## config.mk

```make
export PLATFORM = sky130hd
export DESIGN_NAME = mbox_cmd_resp
export DESIGN_NICKNAME = d
export VERILOG_FILES = /design/src/rtl/mbox_pkg.sv /design/src/rtl/mbox_in_bank.sv /design/src/rtl/mbox_cmd_port.sv /design/src/rtl/mbox_req_ledger.sv /design/src/rtl/mbox_out_bank.sv /design/src/rtl/mbox_cmd_resp.sv
export SDC_FILE = /design/constraint.sdc
export NUM_CORES = 1
export LEC_CHECK = 0
export CAP_MARGIN = 20
export CORE_UTILIZATION = 40
export CTS_CLUSTER_SIZE = 25
export DETAILED_ROUTE_END_ITERATION = 10
export PLACE_DENSITY = 0.67
export RECOVER_POWER = 100
export SETUP_SLACK_MARGIN = 0.2
export SYNTH_ARGS = -nofsm -noshare
export SYNTH_HDL_FRONTEND = slang
export SYNTH_SLANG_ARGS = --single-unit
```

## constraint.sdc

```tcl
create_clock -name clk -period 7.4 [get_ports clk]
set_clock_uncertainty 0.15 [all_clocks]
set_input_delay 0.74 -clock clk [delete_from_list [all_inputs] [get_ports clk]]
set_output_delay 0.74 -clock clk [all_outputs]
set_load 0.005 [all_outputs]
```

## src/rtl/mbox_pkg.sv

```systemverilog
package mbox_pkg;
  localparam int MB_WORD_W  = 32;
  localparam int MB_LANE_W  = 8;
  localparam int MB_LANES   = MB_WORD_W / MB_LANE_W;
  localparam int MB_REQ_BIT = MB_WORD_W - 1;
  typedef logic [MB_WORD_W-1:0] mb_word_t;
endpackage

```

## src/rtl/mbox_in_bank.sv

```systemverilog
module mbox_in_bank
  import mbox_pkg::*;
#(
  parameter int NUM_IN = 4,
  localparam int SEL_W = $clog2(NUM_IN)
) (
  input  logic             clk,
  input  logic             rst_n,
  input  logic             wr_en,
  input  logic [SEL_W-1:0] wr_sel,
  input  logic [MB_LANES-1:0] wr_be,
  input  mb_word_t         wr_data,
  output mb_word_t         next_words [NUM_IN],
  output logic             trig
);
  // trigger: top lane of the last mailbox
  assign trig = wr_en && (wr_sel == SEL_W'(NUM_IN - 1)) && wr_be[MB_LANES-1];

  for (genvar m = 0; m < NUM_IN; m++) begin : g_box
    mb_word_t cur_q;
    mb_word_t nxt;
    logic     hit;
    assign hit = wr_en && (wr_sel == SEL_W'(m));
    for (genvar b = 0; b < MB_LANES; b++) begin : g_lane
      assign nxt[b*MB_LANE_W +: MB_LANE_W] =
        (hit && wr_be[b]) ? wr_data[b*MB_LANE_W +: MB_LANE_W]
                          : cur_q[b*MB_LANE_W +: MB_LANE_W];
    end
    always_ff @(posedge clk or negedge rst_n) begin
      if (!rst_n) cur_q <= '0;
      else        cur_q <= nxt;
    end
    assign next_words[m] = nxt;
  end
endmodule

```

## src/rtl/mbox_cmd_port.sv

```systemverilog
module mbox_cmd_port
  import mbox_pkg::*;
#(
  parameter int NUM_IN = 4
) (
  input  logic     clk,
  input  logic     rst_n,
  input  logic     trig,
  input  mb_word_t next_words [NUM_IN],
  input  logic     cmd_ack,
  output logic     cmd_valid,
  output mb_word_t snap [NUM_IN],
  output logic     pending,
  output logic     overrun,
  output logic     req_inc
);
  logic accept;
  logic ack_fire;

  assign accept   = trig && !pending;
  assign ack_fire = cmd_ack && pending;
  assign req_inc  = ack_fire && snap[NUM_IN-1][MB_REQ_BIT];

  always_ff @(posedge clk or negedge rst_n) begin
    if (!rst_n) begin
      cmd_valid <= 1'b0;
      pending   <= 1'b0;
      overrun   <= 1'b0;
    end else begin
      cmd_valid <= accept;
      if (accept)        pending <= 1'b1;
      else if (ack_fire) pending <= 1'b0;
      if (trig && pending) overrun <= 1'b1;
    end
  end

  for (genvar m = 0; m < NUM_IN; m++) begin : g_snap
    always_ff @(posedge clk or negedge rst_n) begin
      if (!rst_n)      snap[m] <= '0;
      else if (accept) snap[m] <= next_words[m];
    end
  end
endmodule

```

## src/rtl/mbox_req_ledger.sv

```systemverilog
module mbox_req_ledger #(
  parameter int PEND_W = 3
) (
  input  logic clk,
  input  logic rst_n,
  input  logic inc,
  input  logic dec,
  output logic has_req
);
  localparam logic [PEND_W-1:0] CAP = '1;
  logic [PEND_W-1:0] cnt;
  logic              inc_eff;

  assign inc_eff = inc && ((cnt != CAP) || dec);
  assign has_req = (cnt != '0);

  always_ff @(posedge clk or negedge rst_n) begin
    if (!rst_n) cnt <= '0;
    else        cnt <= cnt + PEND_W'(inc_eff) - PEND_W'(dec);
  end
endmodule

```

## src/rtl/mbox_out_bank.sv

```systemverilog
module mbox_out_bank
  import mbox_pkg::*;
#(
  parameter int NUM_OUT = 2,
  localparam int SEL_W  = $clog2(NUM_OUT)
) (
  input  logic               clk,
  input  logic               rst_n,
  input  logic               has_req,
  input  logic               resp_valid,
  output logic               resp_ready,
  input  mb_word_t           resp_data,
  input  logic [SEL_W-1:0]   resp_sel,
  output logic               resp_err,
  output logic               req_dec,
  output logic [NUM_OUT-1:0] ob_full,
  input  logic               hrd_en,
  input  logic [SEL_W-1:0]   hrd_sel,
  output mb_word_t           hrd_data
);
  mb_word_t box [NUM_OUT];
  logic     sel_full;
  mb_word_t rd_word;

  always_comb begin
    sel_full = 1'b0;
    rd_word  = '0;
    for (int k = 0; k < NUM_OUT; k++) begin
      if (resp_sel == SEL_W'(k)) sel_full = ob_full[k];
      if (hrd_sel == SEL_W'(k))  rd_word  = box[k];
    end
  end

  assign resp_ready = has_req ? !sel_full : 1'b1;
  assign req_dec    = resp_valid && has_req && !sel_full;

  for (genvar k = 0; k < NUM_OUT; k++) begin : g_ob
    logic     f_q;
    mb_word_t d_q;
    logic     wr_hit;
    logic     rd_hit;
    assign wr_hit = req_dec && (resp_sel == SEL_W'(k));
    assign rd_hit = hrd_en && (hrd_sel == SEL_W'(k));
    always_ff @(posedge clk or negedge rst_n) begin
      if (!rst_n) begin
        f_q <= 1'b0;
        d_q <= '0;
      end else begin
        if (rd_hit) f_q <= 1'b0;
        if (wr_hit) begin
          f_q <= 1'b1;
          d_q <= resp_data;
        end
      end
    end
    assign ob_full[k] = f_q;
    assign box[k]     = d_q;
  end

  always_ff @(posedge clk or negedge rst_n) begin
    if (!rst_n) begin
      hrd_data <= '0;
      resp_err <= 1'b0;
    end else begin
      if (hrd_en) hrd_data <= rd_word;
      if (resp_valid && !has_req) resp_err <= 1'b1;
    end
  end
endmodule

```

## src/rtl/mbox_cmd_resp.sv

```systemverilog
module mbox_cmd_resp
  import mbox_pkg::*;
#(
  parameter int NUM_IN  = 4,
  parameter int NUM_OUT = 2,
  parameter int PEND_W  = 3,
  localparam int IN_SEL_W  = $clog2(NUM_IN),
  localparam int OUT_SEL_W = $clog2(NUM_OUT)
) (
  input  logic                       clk,
  input  logic                       rst_n,
  input  logic                       hwr_en,
  input  logic [IN_SEL_W-1:0]        hwr_sel,
  input  logic [MB_LANES-1:0]        hwr_be,
  input  logic [MB_WORD_W-1:0]       hwr_data,
  output logic                       cmd_valid,
  output logic [NUM_IN*MB_WORD_W-1:0] cmd_words,
  output logic                       cmd_pending,
  input  logic                       cmd_ack,
  output logic                       cmd_overrun,
  input  logic                       resp_valid,
  output logic                       resp_ready,
  input  logic [MB_WORD_W-1:0]       resp_data,
  input  logic [OUT_SEL_W-1:0]       resp_sel,
  output logic                       resp_err,
  output logic [NUM_OUT-1:0]         ob_full,
  input  logic                       hrd_en,
  input  logic [OUT_SEL_W-1:0]       hrd_sel,
  output logic [MB_WORD_W-1:0]       hrd_data
);
  mb_word_t next_words [NUM_IN];
  mb_word_t snap [NUM_IN];
  logic     trig;
  logic     req_inc;
  logic     req_dec;
  logic     has_req;

  mbox_in_bank #(.NUM_IN(NUM_IN)) u_in (
    .clk(clk), .rst_n(rst_n), .wr_en(hwr_en), .wr_sel(hwr_sel),
    .wr_be(hwr_be), .wr_data(hwr_data), .next_words(next_words), .trig(trig)
  );

  mbox_cmd_port #(.NUM_IN(NUM_IN)) u_cmd (
    .clk(clk), .rst_n(rst_n), .trig(trig), .next_words(next_words),
    .cmd_ack(cmd_ack), .cmd_valid(cmd_valid), .snap(snap),
    .pending(cmd_pending), .overrun(cmd_overrun), .req_inc(req_inc)
  );

  mbox_req_ledger #(.PEND_W(PEND_W)) u_ledger (
    .clk(clk), .rst_n(rst_n), .inc(req_inc), .dec(req_dec), .has_req(has_req)
  );

  mbox_out_bank #(.NUM_OUT(NUM_OUT)) u_out (
    .clk(clk), .rst_n(rst_n), .has_req(has_req),
    .resp_valid(resp_valid), .resp_ready(resp_ready), .resp_data(resp_data),
    .resp_sel(resp_sel), .resp_err(resp_err), .req_dec(req_dec),
    .ob_full(ob_full), .hrd_en(hrd_en), .hrd_sel(hrd_sel), .hrd_data(hrd_data)
  );

  for (genvar m = 0; m < NUM_IN; m++) begin : g_flat
    assign cmd_words[m*MB_WORD_W +: MB_WORD_W] = snap[m];
  end
endmodule

```

==> results.md, run 1 <==
- Syn Nets: 1,021
- Setup TNS: 0 ps
- Crit Path Class: flip-flop to flip-flop
- CP top delay family: buffers and inverters
- Tcrit/Tclk final: 57.44%
- Die ar.: 0.03692 sq mm
- Mapped Avg Cell Area: 15.39 sq um
- Most common cell in the synthesized netlist: dfrtp_1
- Netlist cell types: 43
- Synth Cell Area: 0.01446 sq mm
- Commonest cells post-synth: dfrtp_1, mux2_2, mux2_4, nand2_1, nor2_1
- Critical path required time: 7690 ps
- Setup crit end kind: flip-flop
- Tmin final: 4251 ps
- Seq/Total Area, Yosys: 61.07%
- First-pass GRT wire length: 50,300 um
- R2r startpoint: u_ledger.cnt[1]
- Synth warnings: 0
- Worst r2r dst: u_ledger.cnt[2]
- Port Buffers: 244
- Routed via count: 8,262
- Achievable Freq: 0.2353 GHz
- Area of the multi-input gates: 0.004611 sq mm
- DRC: 0
- Row count: 69
- Slowest stage delay, CP: 1590 ps
- Final hold vios: 0
- Relative slew margins: -116.0%
- Yosys top cell by area: dfrtp_1
- Fillers: 3,183
- Worst EP arrival: 4540 ps
- Number of vias per cell: 4.947
- RSZ-0062 raised after global routing: false
- Lkg Pwr: 7.898 nW
- Pwr dens: 353.4 mW/mm^2
- Max_cap viols: 7
- Final setup vio count: 0
- PostCTS Resize Cnt: 0
- First-pass iteration count of the detailed router: 4
- Slowest CP cell: clkbuf_1
- CTS tree: done
- Initial antenna violation count: 2
- Synthesized flop and latch total: 353
- Depth of the most critical reg-to-reg path: 11
- Dpl hpwl: 20,820 um
- Cells along the critical path: or3_1 -> nand3_2 -> clkbuf_1 -> nand2_1 -> ha_1 -> inv_1 -> ha_1 -> inv_1 -> fa_1 -> xnor2_1 -> xnor2_1
- Sink Count: 353
- Wirelength, routed: 32,120 um
- Post-CTS Setup Bufs: 0
- Pwr Total: 6.303 mW
- Post-synth ARST share: 100.0%
- Worst Tran Pin Value: 3240 ps
- Post-synth top area share: 61.07%
- Share of layout cells above drive strength 1: 15.23%
- Total grt overflow: 0
- VDD IR max: 0.0001918 V
- Violated checks: max-capacitance violations, max-slew violations
- Synth top area cells: dfrtp_1, mux2_4, mux2_2, mux2i_1, nand2_1
- Vias in the first global route: 8,666
- Worst path buffer plus inverter count: 3
- Hold-fix buffers at CTS: 0
- Core area: 0.03557 sq mm
- Clock Path Buffers: 3
- Main synth FF type: dfrtp_1
- Reg area: 0.008833 sq mm
- GPL Wtd Cong: 0.7425
- Final ANT Viol Nets: 0
- Routed len/inst: 19.24 um
- Critical Path Fanout Max: 35
- Post-Synthesis Cells: 940
- DIE WIDTH: 192.2 um
- Status: complete, but fails checks
- CP startpoint kind: flip-flop
- Layout Nets: 1,262
- H-tree levels: 2
- Total Routing Usage GR: 17.57%
- Height of the chip: 192.2 um
- Initial Util: 40.66%
- Clock transition at path regs: 60 ps
- Area grow syn2layout: 23.30%
- Starting DRT DRC Count: 303
- Number of flops mapped to enable cells by yosys: 0
- Slew Limit Fails: 287
- Root Buffer: clkbuf_16
- Flop2flop setup slack: 3150 ps
- I/O Pins: 245
- CTS Buf Count: 40
- Largest net degree at the start of global routing: 135
- Worst Hold Class: primary input to async pin
- Clock latency on the worst-skew pair: 520 ps
[metrics by stage]
step | instance area [sq um] | hold WS [ps] | setup WS [ps] | util [%] | std cells
floorplan | 14460 | 282.4 | 4760 | - | 940
global placement | 17140 | 294.0 | 3563 | 48.20 | 1599
detailed placement | 17140 | 301.7 | 3518 | 48.20 | 1599
CTS | 18410 | 150.8 | 4049 | 51.77 | 1668
global route | 17830 | 157.8 | 2422 | 50.13 | 1669
finish | 17830 | 80.48 | 3149 | 50.14 | 1670
[worst max path at each step]
stage                                from                       to  slack [ps]  cells past startpoint
after floorplan           u_ledger.cnt[1]          u_ledger.cnt[2]        4760                     11
after global placement         hwr_sel[0]           u_cmd.snap[99]        3560                      5
after detailed placement       hwr_sel[0]          u_cmd.snap[100]        3520                      5
after CTS                      hwr_sel[0]          u_cmd.snap[100]        4050                      5
after global routing                rst_n  u_in.g_box[0].cur_q[20]        2420                      2
final                     u_ledger.cnt[1]          u_ledger.cnt[2]        3150                     11
[power breakdown]
part	internal (mW)	leakage, nW	switching [mW]
combinational	0.920	3.04	0.575
sequential	2.58	4.24	0.319
clock	1.14	0.624	0.764
[registers in the layout (all words and copies together) (netlist names)]
signal and flops:
u_cmd.snap 128, u_in.g_box.cur_q 120, u_out.g_ob.d_q 64, u_out.hrd_data 32
u_ledger.cnt 3, u_out.g_ob.f_q 2, u_cmd.cmd_valid 1, u_cmd.overrun 1
u_cmd.pending 1, u_out.resp_err 1
[placed cells by master (no fill, tap or decap), types with 3 or more instances in the layout]
master	count
a211oi_1	24
a21oi_1	32
a2bb2oi_1	23
and4_2	3
buf_4	3
clkbuf_1	13
clkbuf_16	41
clkbuf_8	6
clkdlybuf4s50_1	71
clkinv_2	7
dfrtp_1	353
dlygate4sd3_1	170
inv_1	6
mux2_1	154
mux2_2	104
mux2_4	7
mux2i_1	32
nand2_1	83
nand4_1	4
nand4b_1	4
nor2_1	33
[per-layer routing]
metal / GRT usage [%] / vias up / routed length (um)
met4: 4.967 / 4 / 676
li1: - / 3810 / -
met3: 4.952 / 60 / 2034
met5: 0 / - / 33
met2: 27.19 / 191 / 14800
met1: 24.05 / 4197 / 14580
[worst register-to-register path: stages, from the launching register on]
cell	delay, ps
dfrtp_1	440
or3_1	420
nand3_2	90
clkbuf_1	1590
nand2_1	140
ha_1	360
inv_1	50
ha_1	130
inv_1	50
fa_1	400
xnor2_1	200
xnor2_1	140
[final cells by class]
class	instances	share of cell area (%)
diodes	1	0.01403
flip-flops and latches	353	49.53
clock buffers	56	6.405
repair buffers	252	14.03
well taps	461	3.234
inverters	7	0.2175
clock inverters	13	0.7156
multi-input cells	527	25.85
[cells by family (layout without fill, tap and decap cells)]
logic type                 Yosys count  in the layout  share of synthesized area [%]
AOI/OAI and AO/OA                   85             85                          4.066
xor gates and xnor gates             2              2                         0.1211
adders and majority gates            3              3                         0.3114
buffers and inverters               60            328                          3.071
DFF                                353            353                          61.07
muxes                              297            297                          25.99
other                                0              1                              0
and+or+nand+nor                    140            140                          5.372
(Power assumes the default switching activity.)
==> run 2, diff against run 1 <==
Settings changed: PLACE_DENSITY 0.67 to 0.69.
Clock period 7.4 ns to 3.9 ns, I/O delays scaled along.
==> run 2 against run 1 <==
  * Combinational power rose by 93%
  * Total power rose by 94%
  * Largest cell class unchanged
  * The run still ends with max-capacitance violations, max-slew violations left
  * Utilization rose by 0.35 points
  * Wire length rose by 1.6%
==> results.md, run 2 (same netlist as run 1, synthesis figures left out) <==
- CTS tree: done
- Achievable Freq: 0.2999 GHz
- Regs by FF count: u_cmd.snap (128), u_in.g_box.cur_q (120), u_out.g_ob.d_q (64)
- Core area: 0.03557 sq mm
- Critical Path Fanout Max: 30
- VDD IR max: 0.0003929 V
- H-tree levels: 2
- RSZ-0062 raised after global routing: false
- Total grt overflow: 0
- Total Routing Usage GR: 18.07%
- Setup crit end kind: flip-flop
- Final ANT Viol Nets: 0
- Status: complete, but fails checks
- CTS Buf Count: 39
- Pwr dens: 679.5 mW/mm^2
- Initial antenna violation count: 3
- Routed len/inst: 19.43 um
- Starting DRT DRC Count: 436
- Wirelength, routed: 32,640 um
- Clock transition at path regs: 60 ps
- GPL Wtd Cong: 0.7391
- Setup TNS: 0 ps
- Max reg flops: 128
- Fin cells: 1,680
- Initial Util: 40.66%
- Worst Tran Pin Value: 2269 ps
- Port Buffers: 244
- Layout Nets: 1,270
- First-pass GRT wire length: 51,500 um
- Root Buffer: clkbuf_16
- Max_cap viols: 6
- Sink Count: 353
- Commonest non-fill, non-tap cell in the layout: dfrtp_1
- Clock latency on the worst-skew pair: 540 ps
- Final setup vio count: 0
- Clock Path Buffers: 3
- Lkg Pwr: 7.969 nW
- Area grow syn2layout: 24.16%
- Most flops, register: u_cmd.snap
- Post-CTS Setup Bufs: 0
- Vias in the first global route: 8,777
- Row count: 69
- Slew Limit Fails: 229
- Largest net degree at the start of global routing: 120
- I/O Pins: 245
- Final hold vios: 0
- First-pass iteration count of the detailed router: 4
- Die ar.: 0.03692 sq mm
- Critical path required time: 4150 ps
- Dpl hpwl: 21,060 um
- Routed via count: 8,438
- DRC: 0
- Worst EP arrival: 3590 ps
- Crit Path Class: flip-flop to flip-flop
- CP startpoint kind: flip-flop
- Placed Instances: 1,608
- Most frequent cells in the layout: dfrtp_1, dlygate4sd3_1, mux2_1
- Worst Hold Class: primary input to flip-flop
- Number of vias per cell: 5.023
- Share of layout cells above drive strength 1: 16.02%
- Relative slew margins: -51.24%
- Violated checks: max-capacitance violations, max-slew violations
- Tcrit/Tclk final: 85.49%
- DIE WIDTH: 192.2 um
- Tmin final: 3334 ps
- Height of the chip: 192.2 um
==> run 2: cell count changes in the layout (fill, tap and decap cells not counted), sizes merged <==
cell / delta
clkbuf: +4
bufinv: +3
inv: +2
clkdlybuf4s50: +1
clkinvlp: -1
diode: +1
==> run 2: metal layers <==
| metal | wire length [um] | vias up | GRT usage [%] |
|---|---|---|---|
| met3 | 2414 | 55 | 5.682 |
| met4 | 792 | 4 | 5.996 |
| met5 | 27 | - | 0 |
| li1 | - | 3839 | - |
| met1 | 14670 | 4332 | 25.28 |
| met2 | 14730 | 208 | 26.47 |
==> run 2: worst paths after layout <==
check / slack (ps) / depth (start not counted) / from / to
worst min register to register: 300 / 1 / u_out.resp_err / u_out.resp_err
max in group asynchronous: 1140 / 3 / rst_n / u_cmd.snap[114]
worst min-delay path: 300 / 2 / cmd_ack / u_cmd.pending
worst max register to register: 570 / 4 / u_ledger.cnt[1] / u_out.g_ob[0].d_q[5]
min in group asynchronous: 400 / 2 / rst_n / u_cmd.snap[36]
worst max-delay path: 570 / 4 / u_ledger.cnt[1] / u_out.g_ob[0].d_q[5]
==> run 2: per-stage QoR <==
stage / setup WS, ps / total power, mW / utilization, % / hold slack [ps] / instance area, sq um
3_3_place_gp: 648.5 / 8.977 / 48.46 / 293.6 / 17240
6_report: 565.9 / 12.20 / 50.49 / 299.0 / 17960
2_1_floorplan: 1260 / 7.174 / - / -55.59 / 14460
4_1_cts: 920.6 / 13.01 / 52.27 / 280.0 / 18590
3_5_place_dp: 579.4 / 9.083 / 48.46 / 297.1 / 17240
5_1_grt: 408.1 / 12.88 / 50.48 / 329.5 / 17960
==> run 2: critical path, cell delays in order, from the launching register on <==
cell      delay [ps]
dfrtp_1          450
or3_1            410
nand3_1          270
clkbuf_1        1470
mux2_2           450
==> run 2: power by group <==
group	switching [mW]	internal [mW]
clock network	1.51	2.34
registers	0.585	4.89
logic	1.12	1.75
total	3.22	8.98
==> run 2: layout make-up <==
cell class	count	area (sq um)
antenna	2	5.005
multi-input combinational	527	4643
sequential	353	8833
inverter	7	28.78
fill	3096	17610
timing repair buffer	261	2526
clock buffer	52	1106
clock inverter	17	239.0
tap	461	576.8
==> run 2: what timing repair did <==
item | in CTS | in global routing
setup endpoints to repair | 0 | 0
hold endpoints to repair | 112 | 0
hold buffers | 1 | 0
resized for setup | 0 | 0
==> run 3, diff against run 2 <==
Settings changed: SLEW_MARGIN from default to 20.
==> results of run 3 <==
No change in the layout: final DEF, timing and power equal those of run 2.
